===== src/rtl/rxaf_pkg.sv =====
`timescale 1ns/1ps
package rxaf_pkg;

  localparam int unsigned FMT_W = 3;

  typedef logic [FMT_W-1:0] fmt_t;

  localparam fmt_t FMT_MARK = 3'b111;
  localparam fmt_t FMT_CMD  = 3'b001;

  typedef enum logic [2:0] {
    CL_DATA    = 3'd0,
    CL_MARK    = 3'd1,
    CL_CMD     = 3'd2,
    CL_IRQ_ON  = 3'd3,
    CL_IRQ_OFF = 3'd4
  } chr_class_t;

endpackage


===== src/rtl/rxaf_classify.sv =====
`timescale 1ns/1ps
module rxaf_classify
  import rxaf_pkg::*;
#(
  parameter int unsigned          DATA_W       = 8,
  parameter logic [DATA_W-1:0]    IRQ_ON_CODE  = 8'h7C,
  parameter logic [DATA_W-1:0]    IRQ_OFF_CODE = 8'h7D
) (
  input  fmt_t              fmt,
  input  logic [DATA_W-1:0] data,
  output chr_class_t        cls
);

  always_comb begin
    cls = CL_DATA;
    if (fmt == FMT_MARK) begin
      cls = CL_MARK;
    end else if (fmt == FMT_CMD) begin
      if (data == IRQ_ON_CODE) begin
        cls = CL_IRQ_ON;
      end else if (data == IRQ_OFF_CODE) begin
        cls = CL_IRQ_OFF;
      end else begin
        cls = CL_CMD;
      end
    end
  end

endmodule


===== src/rtl/rxaf_addr_cmp.sv =====
`timescale 1ns/1ps
module rxaf_addr_cmp #(
  parameter int unsigned DATA_W = 8
) (
  input  logic [DATA_W-1:0] reg_addr,
  input  logic              reg_mcast,
  input  logic [DATA_W-1:0] rx_addr,
  output logic              hit,
  output logic              bypass
);

  logic [DATA_W-1:0] eq_bit;
  logic [DATA_W-1:0] grp_bit;

  for (genvar b = 0; b < DATA_W; b++) begin : g_bit
    assign eq_bit[b]  = ~(reg_addr[b] ^ rx_addr[b]);
    assign grp_bit[b] = reg_addr[b] & rx_addr[b];
  end

  always_comb begin
    if (reg_mcast) begin
      hit = |grp_bit;
    end else begin
      hit = &eq_bit;
    end
    bypass = reg_mcast & (&reg_addr);
  end

endmodule


===== src/rtl/rxaf_addr_reg.sv =====
`timescale 1ns/1ps
module rxaf_addr_reg #(
  parameter int unsigned DATA_W = 8
) (
  input  logic              clk,
  input  logic              rst_n,
  input  logic              host_sel_n,
  input  logic              rx_rst_n,
  input  logic              host_rd_wn,
  input  logic              host_mcast,
  input  logic [DATA_W-1:0] host_wdata,
  output logic [DATA_W-1:0] host_rdata,
  output logic              host_rmode,
  output logic [DATA_W-1:0] reg_addr,
  output logic              reg_mcast
);

  logic              access;
  logic              wr_en;
  logic              rd_en;
  logic [DATA_W-1:0] addr_q, addr_d;
  logic              mc_q, mc_d;
  logic [DATA_W-1:0] rdat_q, rdat_d;
  logic              rmod_q, rmod_d;

  always_comb begin
    access = ~host_sel_n & ~rx_rst_n;
    wr_en  = access & ~host_rd_wn;
    rd_en  = access & host_rd_wn;
    addr_d = addr_q;
    mc_d   = mc_q;
    rdat_d = rdat_q;
    rmod_d = rmod_q;
    if (wr_en) begin
      addr_d = host_wdata;
      mc_d   = host_mcast;
    end
    if (rd_en) begin
      rdat_d = addr_q;
      rmod_d = mc_q;
    end
  end

  always_ff @(posedge clk or negedge rst_n) begin
    if (!rst_n) begin
      addr_q <= '0;
      mc_q   <= 1'b0;
      rdat_q <= '0;
      rmod_q <= 1'b0;
    end else begin
      if (wr_en) begin
        addr_q <= addr_d;
        mc_q   <= mc_d;
      end
      if (rd_en) begin
        rdat_q <= rdat_d;
        rmod_q <= rmod_d;
      end
    end
  end

  assign reg_addr   = addr_q;
  assign reg_mcast  = mc_q;
  assign host_rdata = rdat_q;
  assign host_rmode = rmod_q;

endmodule


===== src/rtl/rx_addr_filter.sv =====
`timescale 1ns/1ps
module rx_addr_filter
  import rxaf_pkg::*;
#(
  parameter int unsigned       DATA_W       = 8,
  parameter int unsigned       POL_W        = 2,
  parameter logic [DATA_W-1:0] IRQ_ON_CODE  = 8'h7C,
  parameter logic [DATA_W-1:0] IRQ_OFF_CODE = 8'h7D
) (
  input  logic              clk,
  input  logic              rst_n,
  input  logic              chr_valid,
  input  logic [2:0]        chr_fmt,
  input  logic [DATA_W-1:0] chr_data,
  input  logic [POL_W-1:0]  cmd_policy,
  input  logic              host_sel_n,
  input  logic              rx_rst_n,
  input  logic              host_rd_wn,
  input  logic              host_mcast,
  input  logic [DATA_W-1:0] host_wdata,
  output logic [DATA_W-1:0] host_rdata,
  output logic              host_rmode,
  output logic              fifo_wr,
  output logic [2:0]        fifo_fmt,
  output logic [DATA_W-1:0] fifo_data,
  output logic              irq_n
);

  localparam logic [POL_W-1:0] POL_KEEP = '0;

  logic [DATA_W-1:0] reg_addr;
  logic              reg_mcast;
  logic              hit;
  logic              bypass;
  chr_class_t        cls;

  logic              active;
  logic              accept;
  logic              fwd;
  logic              sw_q, sw_d;
  logic              irq_q, irq_d;
  logic              wr_q;
  fmt_t              fmt_q;
  logic [DATA_W-1:0] dat_q;

  rxaf_addr_reg #(.DATA_W(DATA_W)) i_reg (
    .clk        (clk),
    .rst_n      (rst_n),
    .host_sel_n (host_sel_n),
    .rx_rst_n   (rx_rst_n),
    .host_rd_wn (host_rd_wn),
    .host_mcast (host_mcast),
    .host_wdata (host_wdata),
    .host_rdata (host_rdata),
    .host_rmode (host_rmode),
    .reg_addr   (reg_addr),
    .reg_mcast  (reg_mcast)
  );

  rxaf_addr_cmp #(.DATA_W(DATA_W)) i_cmp (
    .reg_addr  (reg_addr),
    .reg_mcast (reg_mcast),
    .rx_addr   (chr_data),
    .hit       (hit),
    .bypass    (bypass)
  );

  rxaf_classify #(
    .DATA_W       (DATA_W),
    .IRQ_ON_CODE  (IRQ_ON_CODE),
    .IRQ_OFF_CODE (IRQ_OFF_CODE)
  ) i_cls (
    .fmt  (chr_fmt),
    .data (chr_data),
    .cls  (cls)
  );

  // next state of switch, interrupt and forward decision
  always_comb begin
    active = chr_valid & rx_rst_n;
    accept = sw_q | bypass;
    sw_d   = sw_q;
    irq_d  = irq_q;
    fwd    = 1'b0;
    if (!rx_rst_n) begin
      sw_d = 1'b0;
    end else if (active) begin
      unique case (cls)
        CL_MARK:    sw_d = hit;
        CL_DATA,
        CL_CMD:     fwd  = accept;
        CL_IRQ_ON: begin
          irq_d = 1'b0;
          fwd   = accept & (cmd_policy == POL_KEEP);
        end
        CL_IRQ_OFF: begin
          irq_d = 1'b1;
          fwd   = accept & (cmd_policy == POL_KEEP);
        end
        default:    fwd  = 1'b0;
      endcase
    end
  end

  always_ff @(posedge clk or negedge rst_n) begin
    if (!rst_n) begin
      sw_q  <= 1'b0;
      irq_q <= 1'b1;
      wr_q  <= 1'b0;
      fmt_q <= '0;
      dat_q <= '0;
    end else begin
      sw_q  <= sw_d;
      irq_q <= irq_d;
      wr_q  <= fwd;
      if (fwd) begin
        fmt_q <= chr_fmt;
        dat_q <= chr_data;
      end
    end
  end

  assign fifo_wr   = wr_q;
  assign fifo_fmt  = fmt_q;
  assign fifo_data = dat_q;
  assign irq_n     = irq_q;

endmodule


===== config.mk =====
export PLATFORM = sky130hd
export DESIGN_NAME = rx_addr_filter
export DESIGN_NICKNAME = d
export VERILOG_FILES = /design/src/rtl/rxaf_pkg.sv /design/src/rtl/rxaf_classify.sv /design/src/rtl/rxaf_addr_cmp.sv /design/src/rtl/rxaf_addr_reg.sv /design/src/rtl/rx_addr_filter.sv
export SDC_FILE = /design/constraint.sdc
export NUM_CORES = 1
export LEC_CHECK = 0
export BUFFER_PORTS_ARGS = -buffer_cell sky130_fd_sc_hd__buf_2
export CAP_MARGIN = 20
export CORE_MARGIN = 2
export CORE_UTILIZATION = 53
export CTS_CLUSTER_DIAMETER = 40
export CTS_CLUSTER_SIZE = 28
export DETAILED_ROUTE_END_ITERATION = 10
export HOLD_SLACK_MARGIN = 0.06
export PLACE_DENSITY = 0.84
export SLEW_MARGIN = 20
export SYNTH_ARGS = -nofsm -noshare
export SYNTH_HDL_FRONTEND = slang
export SYNTH_SLANG_ARGS = --single-unit

===== constraint.sdc =====
create_clock -name clk -period 5 [get_ports clk]
set_input_delay 1 -clock clk [delete_from_list [all_inputs] [get_ports clk]]
set_output_delay 1 -clock clk [all_outputs]
set_load 0.05 [all_outputs]

Word-level counts from Yosys, hierarchy flattened --
Cells that the tools add are included. W data, S select, Z words.
Storage, ports and cells: flip-flop bits (word level) 32, input bits 28, output and inout port bits 22, word-level logic and storage cells 75
Cells by class: equal/unequal tests 10, muxes and demuxes 12, bitwise gates (word level) 34, reduce and logical (&&, ||, !) cells 10
Operators by type and width (number):
- $eq A8 B7 Y1 const B | 2
- $reduce_and A8 Y1 | 2
- $and A1 B1 Y1 | 14
- $mux W3 | 4
- $not A1 Y1 | 11
- $reduce_or A8 Y1 | 1
- $xor A1 B1 Y1 | 8
- $eq A3 B1 Y1 const B | 2
- $eq A3 B2 Y1 const B | 2
- $eq A3 B3 Y1 const B | 2
- $mux W1 | 6
- $ne A2 B1 Y1 const B | 2
- $pmux W1 S2 | 2
- $reduce_or A2 Y1 | 2
- $logic_not A3 Y1 | 1
- $reduce_and A3 Y1 | 1
- $logic_not A2 Y1 | 1
- $reduce_and A2 Y1 | 1
- $reduce_bool A2 Y1 | 1
- $or A1 B1 Y1 | 1

Logic depth before layout (Yosys ltp) --
Gate-level depths: netlist of run 1.
depth in word-level cells 10, depth in mapped cells 5

Modules after synthesis --
Synthesis of run 1 repeated with hierarchy kept, for this count alone.
Second synthesis, totals: cells, all modules 107, area total of the unflattened synthesis 1541.5 um^2
By module, submodules not included:
- rxaf_addr_reg | times used 1, cells each 39, area an instance 684.4 um^2, sequential area each 450.4 um^2
- rx_addr_filter | times used 1, cells each 40, area an instance 619.3 um^2, sequential area each 351.6 um^2
- rxaf_addr_cmp | times used 1, cells each 19, area an instance 165.2 um^2, sequential area each 0.0 um^2
- rxaf_classify | times used 1, cells each 9, area an instance 72.6 um^2, sequential area each 0.0 um^2

Worst setup path after synthesis of run 1 --
Ideal clock, no wire load.
kind input port to flip-flop, start input chr_data[7], end register dat_q[0] (netlist: fifo_data[0]), setup time 0.125 ns, arrival 2.132 ns, required time 4.875 ns, path slack 2.743 ns, stages on the path 5, buffers on the path 1, path through and4bb_2 > o21a_1 > a211oi_2 > buf_6 > mux2_4
On the way: cells in the longest elaborated chain, start to end 10, elaborated cells on any way between the ends 15
Ends and longest elaborated chain:
- start, declared | line rx_addr_filter.sv:14 | input logic [DATA_W-1:0] chr_data,
- $eq A8 B7 Y1 | line rxaf_classify.sv:21 | end else if (data == IRQ_OFF_CODE) begin
- $mux W3 | line rxaf_classify.sv:21
- $mux W3 * | line rxaf_classify.sv:19 | if (data == IRQ_ON_CODE) begin
- $mux W3 * | line rxaf_classify.sv:18 | end else if (fmt == FMT_CMD) begin
- $mux W3 * | line rxaf_classify.sv:16 | if (fmt == FMT_MARK) begin
- $eq A3 B3 Y1 (tied with other cells) | line rx_addr_filter.sv:88 | unique case (cls)
- $reduce_or A2 Y1 (on tied branches)
- $pmux W1 S2 * | line rx_addr_filter.sv:88
- $mux W1 * | line rx_addr_filter.sv:87 | end else if (active) begin
- $mux W1 * | line rx_addr_filter.sv:85 | if (!rx_rst_n) begin
- net fwd | line rx_addr_filter.sv:39 | logic fwd;
- end signal, assigned | line rx_addr_filter.sv:118 | dat_q <= chr_data;
- end, declared | line rx_addr_filter.sv:44 | logic [DATA_W-1:0] dat_q;
The timed path passes the listed nets; every way through them passes the cells marked *. A chain may end at the register's enable or synchronous reset.

Worst setup path after layout of run 1 --
start input chr_data[5], end register dat_q[7] (netlist: fifo_data[7])
On the way: cells in the longest elaborated chain, start to end 10, elaborated cells on any way between the ends 15
Ends and longest elaborated chain (line):
- $eq A8 B7 Y1 | rxaf_classify.sv:21
- $mux W3 | rxaf_classify.sv:21
- $mux W3 * | rxaf_classify.sv:19
- $mux W3 * | rxaf_classify.sv:18
- $mux W3 * | rxaf_classify.sv:16
- $eq A3 B3 Y1 (tied with other cells) | rx_addr_filter.sv:88
- $reduce_or A2 Y1 (on tied branches)
- $pmux W1 S2 * | rx_addr_filter.sv:88
- $mux W1 * | rx_addr_filter.sv:87
- $mux W1 * | rx_addr_filter.sv:85
Every way passes the cells marked *; elsewhere a longest branch is shown, timed or not.

==> results.sh, run 1 <==
export IMPL_final_min_period_over_clock_period_pct=47.4
export IMPL_netlist_top_cell_by_area="sky130_fd_sc_hd__dfrtp_1"
export IMPL_syn_area_per_cell_um2=15.4
export IMPL_number_of_fill_cells=220
export IMPL_cp_data_required_time_ps=5220
export IMPL_clock_fmax_ghz=0.422
export IMPL_clock_tree_buffer_depth=2
export IMPL_syn_cell_area_um2=1460
export IMPL_routed_via_density=5.54
export IMPL_cts_tree="done"
export IMPL_report_final_hold_viol_count=0
export IMPL_coreArea_um2=2690
export IMPL_cts_root_buf="sky130_fd_sc_hd__clkbuf_4"
export IMPL_cts_hold_buf=0
export IMPL_total_leakage_power_nw=0.897
export IMPL_dp_worst_setup_slack_ps=2000
export IMPL_grt_max_degree=33
export IMPL_critPathMaxFanout=12
export IMPL_holdCritPathClass="flop to flop"
export IMPL_synthTopCellsByArea="sky130_fd_sc_hd__dfrtp_1 53%, sky130_fd_sc_hd__mux2_2 16%, sky130_fd_sc_hd__mux2_4 9.3%"
export IMPL_final_util_pct=67.1
export IMPL_layout_setup_ws_ps=2630
export IMPL_grt_overflow_total=0
export IMPL_setup_viol=0
export IMPL_ant_nets=0
export IMPL_clock_skew_ps=3.08
export IMPL_insertion_delay_ps=330
export IMPL_maximum_resistive_drop_on_vdd_mv=0.320
export IMPL_die_width_um=56.5
export IMPL_gp_congestion=0.831
export IMPL_postSynthRegisterBits=32
export IMPL_power_per_cell_area_nw_per_um2=384
export IMPL_detailedRoute_firstPassIterationCount=4
export IMPL_cp_endpoint_kind="flop"
export IMPL_io_buffers=49
export IMPL_ctsResizeCount=0
export IMPL_row_count=19
export IMPL_routedWlPerCell_um=15.7
export IMPL_crit_type="input port to flop"
export IMPL_timing_max_transition_violations_final=0
export IMPL_cts_setup_buffers=0
export IMPL_clkTransAtPathRegs_ps=90
export IMPL_warnings_synthesis=0
export IMPL_post_synth_top_area_fraction_pct=53.2
export IMPL_timing_critical_path_from_type="input port"
export IMPL_pin_count=50
export IMPL_area_growth_syn_to_layout_pct=23.5
export IMPL_synthesis_nets=131
export IMPL_first_global_vias=997
export IMPL_initial_utilization_pct=54.3
export IMPL_gate_count_of_the_mapped_netlist=95
export IMPL_max_slew_worst_pin_slew_ps=761
export IMPL_grt_setup_unrepaired="false"
export IMPL_numClockSinks=32
export IMPL_vias_after_detailed_routing=1008
export IMPL_use_met3_pct=8.29
export IMPL_grt_usage_pct=20.6
export IMPL_setup_tns_ps=0
export IMPL_status="completed"
export IMPL_seq_area_frac_synth_pct=55.0
export IMPL_initialDrtViolationCount=28
export IMPL_numCtsBuffers=5
export IMPL_grt_antenna_before_repair=0
export IMPL_cp_data_arrival_time_ps=2590
export IMPL_dieArea_um2=3190
export IMPL_die_h_um=56.5
export IMPL_slew_limit_headroom_pct=49.1
export IMPL_globalRoute_busiestLayer="met2"
export IMPL_drc=0
export IMPL_numnets_final=186
export IMPL_final_period_minus_worst_setup_slack_ps=2370
export IMPL_postRouteWirelength_mm=2.86
export IMPL_netlist_cell_type_count=26
export IMPL_final_layout_size_suffix_gt1_share_pct=59.6
export IMPL_place_hpwl_mm=2.18
export IMPL_h_tree_depth=2
export IMPL_gr_usage_met2_pct=30.6
export IMPL_antenna_diodes=0
export IMPL_globalRouteMet1Util_pct=27.1
export IMPL_grt_first_pass_wirelength_mm=4.86
export IMPL_timing_max_cap_violations=0
-- path summary, 6_finish.rpt --
check	start	slack [ps]	depth (start not counted)	end
worst max register to register	i_reg.reg_addr[7]	2950	4	fifo_data[7]
worst min register to register	i_reg.host_rdata[0]	510	1	i_reg.host_rdata[0]
worst min-delay path	i_reg.host_rdata[0]	510	1	i_reg.host_rdata[0]
min in group asynchronous	rst_n	700	1	fifo_wr
worst max-delay path	chr_data[5]	2630	5	fifo_data[7]
max in group asynchronous	rst_n	3850	1	i_reg.reg_addr[1]
-- area by class of cell --
class	count	area (µm²)	share of cell area, %
clock buffer	8	58.8	3.26
inverter	1	3.75	0.208
multi-input combinational	60	646	35.8
sequential	32	802	44.5
tap	31	38.8	2.15
timing repair buffer	50	253	14.0
-- cells in the final DEF, fill, tap and decap left out --
master                     Yosys  routed
sky130_fd_sc_hd__o21a_1        1       1
sky130_fd_sc_hd__and4_1        1       1
sky130_fd_sc_hd__dfstp_2       1       1
sky130_fd_sc_hd__or4_1         1       1
sky130_fd_sc_hd__clkbuf_1      1       2
sky130_fd_sc_hd__mux2_4        9       9
sky130_fd_sc_hd__and3_1        1       1
sky130_fd_sc_hd__inv_1         1       1
sky130_fd_sc_hd__nand3b_1      1       1
sky130_fd_sc_hd__a311o_1       1       1
sky130_fd_sc_hd__nand4_1       1       1
sky130_fd_sc_hd__dfrtp_1      31      31
sky130_fd_sc_hd__ha_1          8       8
sky130_fd_sc_hd__buf_2         0      49
sky130_fd_sc_hd__buf_4         0       1
sky130_fd_sc_hd__clkbuf_4      0       5
sky130_fd_sc_hd__a21boi_0      1       1
sky130_fd_sc_hd__nor4_1        3       3
sky130_fd_sc_hd__clkbuf_8      0       1
sky130_fd_sc_hd__a41oi_1       1       1
sky130_fd_sc_hd__a21oi_1       1       1
sky130_fd_sc_hd__mux2_2       21      21
sky130_fd_sc_hd__nand4b_1      1       1
sky130_fd_sc_hd__nand3_1       2       2
sky130_fd_sc_hd__nand2_1       1       1
sky130_fd_sc_hd__nor3b_1       2       2
sky130_fd_sc_hd__and4bb_2      1       1
sky130_fd_sc_hd__a211oi_4      0       1
sky130_fd_sc_hd__nor3_2        1       1
-- state kept, by name, indices dropped and copies added (netlist names) --
signal / count
fifo_data: 8
fifo_fmt: 3
fifo_wr: 1
i_reg.host_rdata: 8
i_reg.host_rmode: 1
i_reg.reg_addr: 8
i_reg.reg_mcast: 1
irq_n: 1
sw_q: 1
-- kinds of logic after synthesis --
kind of cell    count (synthesis)  synth area share, %
flops                          32                 55.0
mux                            30                 25.5
simple gates                   16                 7.89
fa+ha+maj                       8                 6.86
compound gates                  6                 3.52
buf+inv                         3                 1.29
-- where the power goes --
part           switching (mW)  total [mW]  internal [mW]
Combinational           0.141       0.212         0.0712
Sequential             0.0285       0.328          0.299
Clock                  0.0827       0.152         0.0693
-- critical path, cell delays in order --
cell                       delay [ps]
sky130_fd_sc_hd__buf_2            110
sky130_fd_sc_hd__and4bb_2         240
sky130_fd_sc_hd__o21a_1           130
sky130_fd_sc_hd__a211oi_4         690
sky130_fd_sc_hd__mux2_2           420
-- metal layers --
layer | wire [µm] | part of all wire (%) | vias up
met3 | 235 | 8.2 | 7
met4 | 52 | 1.8 | 0
met5 | 0 | 0 | -
met1 | 1240 | 44 | 486
li1 | - | - | 470
met2 | 1330 | 46 | 45
-- cell usage after synthesis --
library cell,n
sky130_fd_sc_hd__nand3_1,2
sky130_fd_sc_hd__buf_6,1
sky130_fd_sc_hd__and4bb_2,1
sky130_fd_sc_hd__and3_1,1
sky130_fd_sc_hd__dfstp_2,1
sky130_fd_sc_hd__a211oi_2,1
sky130_fd_sc_hd__mux2_4,9
sky130_fd_sc_hd__dfrtp_1,31
sky130_fd_sc_hd__nand4_1,1
sky130_fd_sc_hd__mux2_2,21
sky130_fd_sc_hd__nand4b_1,1
sky130_fd_sc_hd__nor3b_1,2
sky130_fd_sc_hd__nand2_1,1
sky130_fd_sc_hd__clkbuf_1,1
sky130_fd_sc_hd__a21oi_1,1
sky130_fd_sc_hd__ha_1,8
sky130_fd_sc_hd__a311o_1,1
sky130_fd_sc_hd__inv_1,1
sky130_fd_sc_hd__and4_1,1
sky130_fd_sc_hd__a21boi_0,1
sky130_fd_sc_hd__nand3b_1,1
sky130_fd_sc_hd__or4_1,1
sky130_fd_sc_hd__nor3_2,1
sky130_fd_sc_hd__nor4_1,3
sky130_fd_sc_hd__a41oi_1,1
sky130_fd_sc_hd__o21a_1,1
-- through the flow --
stage | hold WS [ps] | area [µm²] | power, mW | std cells
2_1_floorplan | 509 | 1460 | 0.480 | 95
3_3_place_gp | 487 | 1740 | 0.539 | 174
5_1_grt | 535 | 1800 | 0.733 | 182
6_report | 511 | 1800 | 0.692 | 182
3_5_place_dp | 492 | 1740 | 0.546 | 174
4_1_cts | 520 | 1790 | 0.699 | 182
Note: power is estimated with default switching activity, not from simulation.
==> inputs of run 2 (changes only) <==
CORE_UTILIZATION = 44   (was 53)
PLACE_DENSITY = 0.74   (was 0.84)
clock period = 2.1 ns   (was 5 ns; I/O delays follow)
==> results.sh, run 2 (same netlist as run 1, synthesis figures left out) <==
export IMPL_final_layout_size_suffix_gt1_share_pct=60.5
export IMPL_slowest_stage="sky130_fd_sc_hd__or4_1"
export IMPL_status="completed"
export IMPL_setup_tns_ps=0
export IMPL_routedWlPerCell_um=14.9
export IMPL_coreArea_um2=3100
export IMPL_initialDrtViolationCount=31
export IMPL_cts_tree="done"
export IMPL_critical_path_max_stage_delay_ps=530
export IMPL_row_count=20
export IMPL_worst_r2r_cell_count=5
export IMPL_crit_path_cell_trace="ha_1 -> or4_1 -> nor4_1 -> a311o_1 -> a21boi_0"
export IMPL_gr_usage_met2_pct=28.4
export IMPL_clock_fmax_ghz=0.576
export IMPL_post_layout_total_power_mw=1.60
export IMPL_cp_data_arrival_time_ps=1950
export IMPL_ctsResizeCount=0
export IMPL_power_per_cell_area_nw_per_um2=883
export IMPL_rrSetupSlack_ps=370
export IMPL_insertion_delay_ps=330
export IMPL_grt_max_degree=33
export IMPL_vias_after_detailed_routing=997
export IMPL_use_met3_pct=6.51
export IMPL_numClockSinks=32
export IMPL_grt_usage_pct=17.5
export IMPL_postRouteWirelength_mm=2.92
export IMPL_timing_max_cap_violations=0
export IMPL_clkTransAtPathRegs_ps=90
export IMPL_drc=0
export IMPL_slew_limit_headroom_pct=54.3
export IMPL_cts_root_buf="sky130_fd_sc_hd__clkbuf_4"
export IMPL_place_hpwl_mm=2.29
export IMPL_cts_setup_buffers=0
export IMPL_holdCritPathClass="input port to async pin"
export IMPL_numCtsBuffers=5
export IMPL_cp_data_required_time_ps=2320
export IMPL_critical_path_n_buffers_inverters=0
export IMPL_cp_endpoint_kind="flop"
export IMPL_timing_rr_start="i_reg.reg_addr[2]"
export IMPL_h_tree_depth=2
export IMPL_antenna_diodes=0
export IMPL_die_width_um=61.6
export IMPL_timing_critical_path_from_type="flop"
export IMPL_final_min_period_over_clock_period_pct=82.6
export IMPL_io_buffers=49
export IMPL_initial_utilization_pct=47.0
export IMPL_clock_tree_buffer_depth=2
export IMPL_timing_critical_path_max_delay_family="simple AND/OR/NAND/NOR gates"
export IMPL_maximum_resistive_drop_on_vdd_mv=0.509
export IMPL_critPathMaxFanout=4
export IMPL_grt_overflow_total=0
export IMPL_max_slew_worst_pin_slew_ps=686
export IMPL_crit_type="flop to flop"
export IMPL_setup_viol=0
export IMPL_globalRouteMet1Util_pct=21.2
export IMPL_layout_setup_ws_ps=365
export IMPL_first_global_vias=997
export IMPL_gp_congestion=0.797
export IMPL_capture_point_of_the_worst_reg_to_reg_path="sw_q"
export IMPL_final_period_minus_worst_setup_slack_ps=1730
export IMPL_dieArea_um2=3790
export IMPL_pin_count=50
export IMPL_cts_hold_buf=0
export IMPL_ant_nets=0
export IMPL_clock_skew_ps=5.22
export IMPL_routed_via_density=5.09
export IMPL_grt_first_pass_wirelength_mm=4.61
export IMPL_report_final_hold_viol_count=0
export IMPL_layout_common_cells="49 x sky130_fd_sc_hd__buf_2, 31 x sky130_fd_sc_hd__dfrtp_1, 21 x sky130_fd_sc_hd__mux2_2"
export IMPL_detailedRoute_firstPassIterationCount=3
export IMPL_globalRoute_busiestLayer="met2"
export IMPL_die_h_um=61.6
export IMPL_path_length_in_cells_of_the_critical_path=5
export IMPL_total_leakage_power_nw=0.902
export IMPL_grt_setup_unrepaired="false"
export IMPL_final_util_pct=58.4
export IMPL_area_growth_syn_to_layout_pct=24.3
export IMPL_numnets_final=188
export IMPL_dp_worst_setup_slack_ps=209
export IMPL_layout_commonest_cell="sky130_fd_sc_hd__buf_2"
export IMPL_timing_max_transition_violations_final=0
export IMPL_grt_antenna_before_repair=0
[run 2: cell types whose count changed in the layout (fill, tap and decap cells not counted), sizes merged]
cell and delta:
buf +2, clkbuf -2, clkinv +1
[run 2: worst max path at each step]
stage	to	start	slack, ps
6_report	sw_q	i_reg.reg_addr[2]	370
5_1_grt	sw_q	i_reg.reg_addr[2]	210
4_1_cts	sw_q	i_reg.reg_addr[2]	350
3_5_place_dp	sw_q	chr_data[2]	210
3_3_place_gp	sw_q	chr_data[2]	240
2_1_floorplan	fifo_data[0]	chr_data[7]	420
[run 2: per-layer routing]
| layer | vias to the layer above | routed length, µm |
|---|---|---|
| met3 | 6 | 234 |
| met1 | 480 | 1300 |
| met5 | - | 0 |
| met4 | 0 | 43 |
| met2 | 39 | 1350 |
| li1 | 472 | - |
[run 2: metrics by stage]
stage	instance area (µm²)	instances	hold WS [ps]
floorplan	1460	95	124
global placement	1770	189	487
detailed placement	1770	189	491
CTS	1810	196	143
global route	1810	196	175
finish	1810	196	128
[run 2: power breakdown]
group	internal (mW)	total (mW)	switching, mW
logic	0.170	0.504	0.335
registers	0.713	0.783	0.0700
clock network	0.123	0.314	0.191
[run 2: worst reg2reg max path: cells and delay by family, from the launching register on]
family,cells,cell delay (ps)
DFF,1,420
and+or+nand+nor,2,750
adders and majority gates,1,200
AOI/OAI and AO/OA,2,270
[run 2: cell type report]
cell class / count / area, µm²
Fill cell: 287 / 1290
Sequential cell: 32 / 802
Multi-Input combinational cell: 60 / 638
Timing Repair Buffer: 52 / 268
Tap cell: 44 / 55.1
Clock buffer: 6 / 41.3
Clock inverter: 1 / 5.00
Inverter: 1 / 3.75
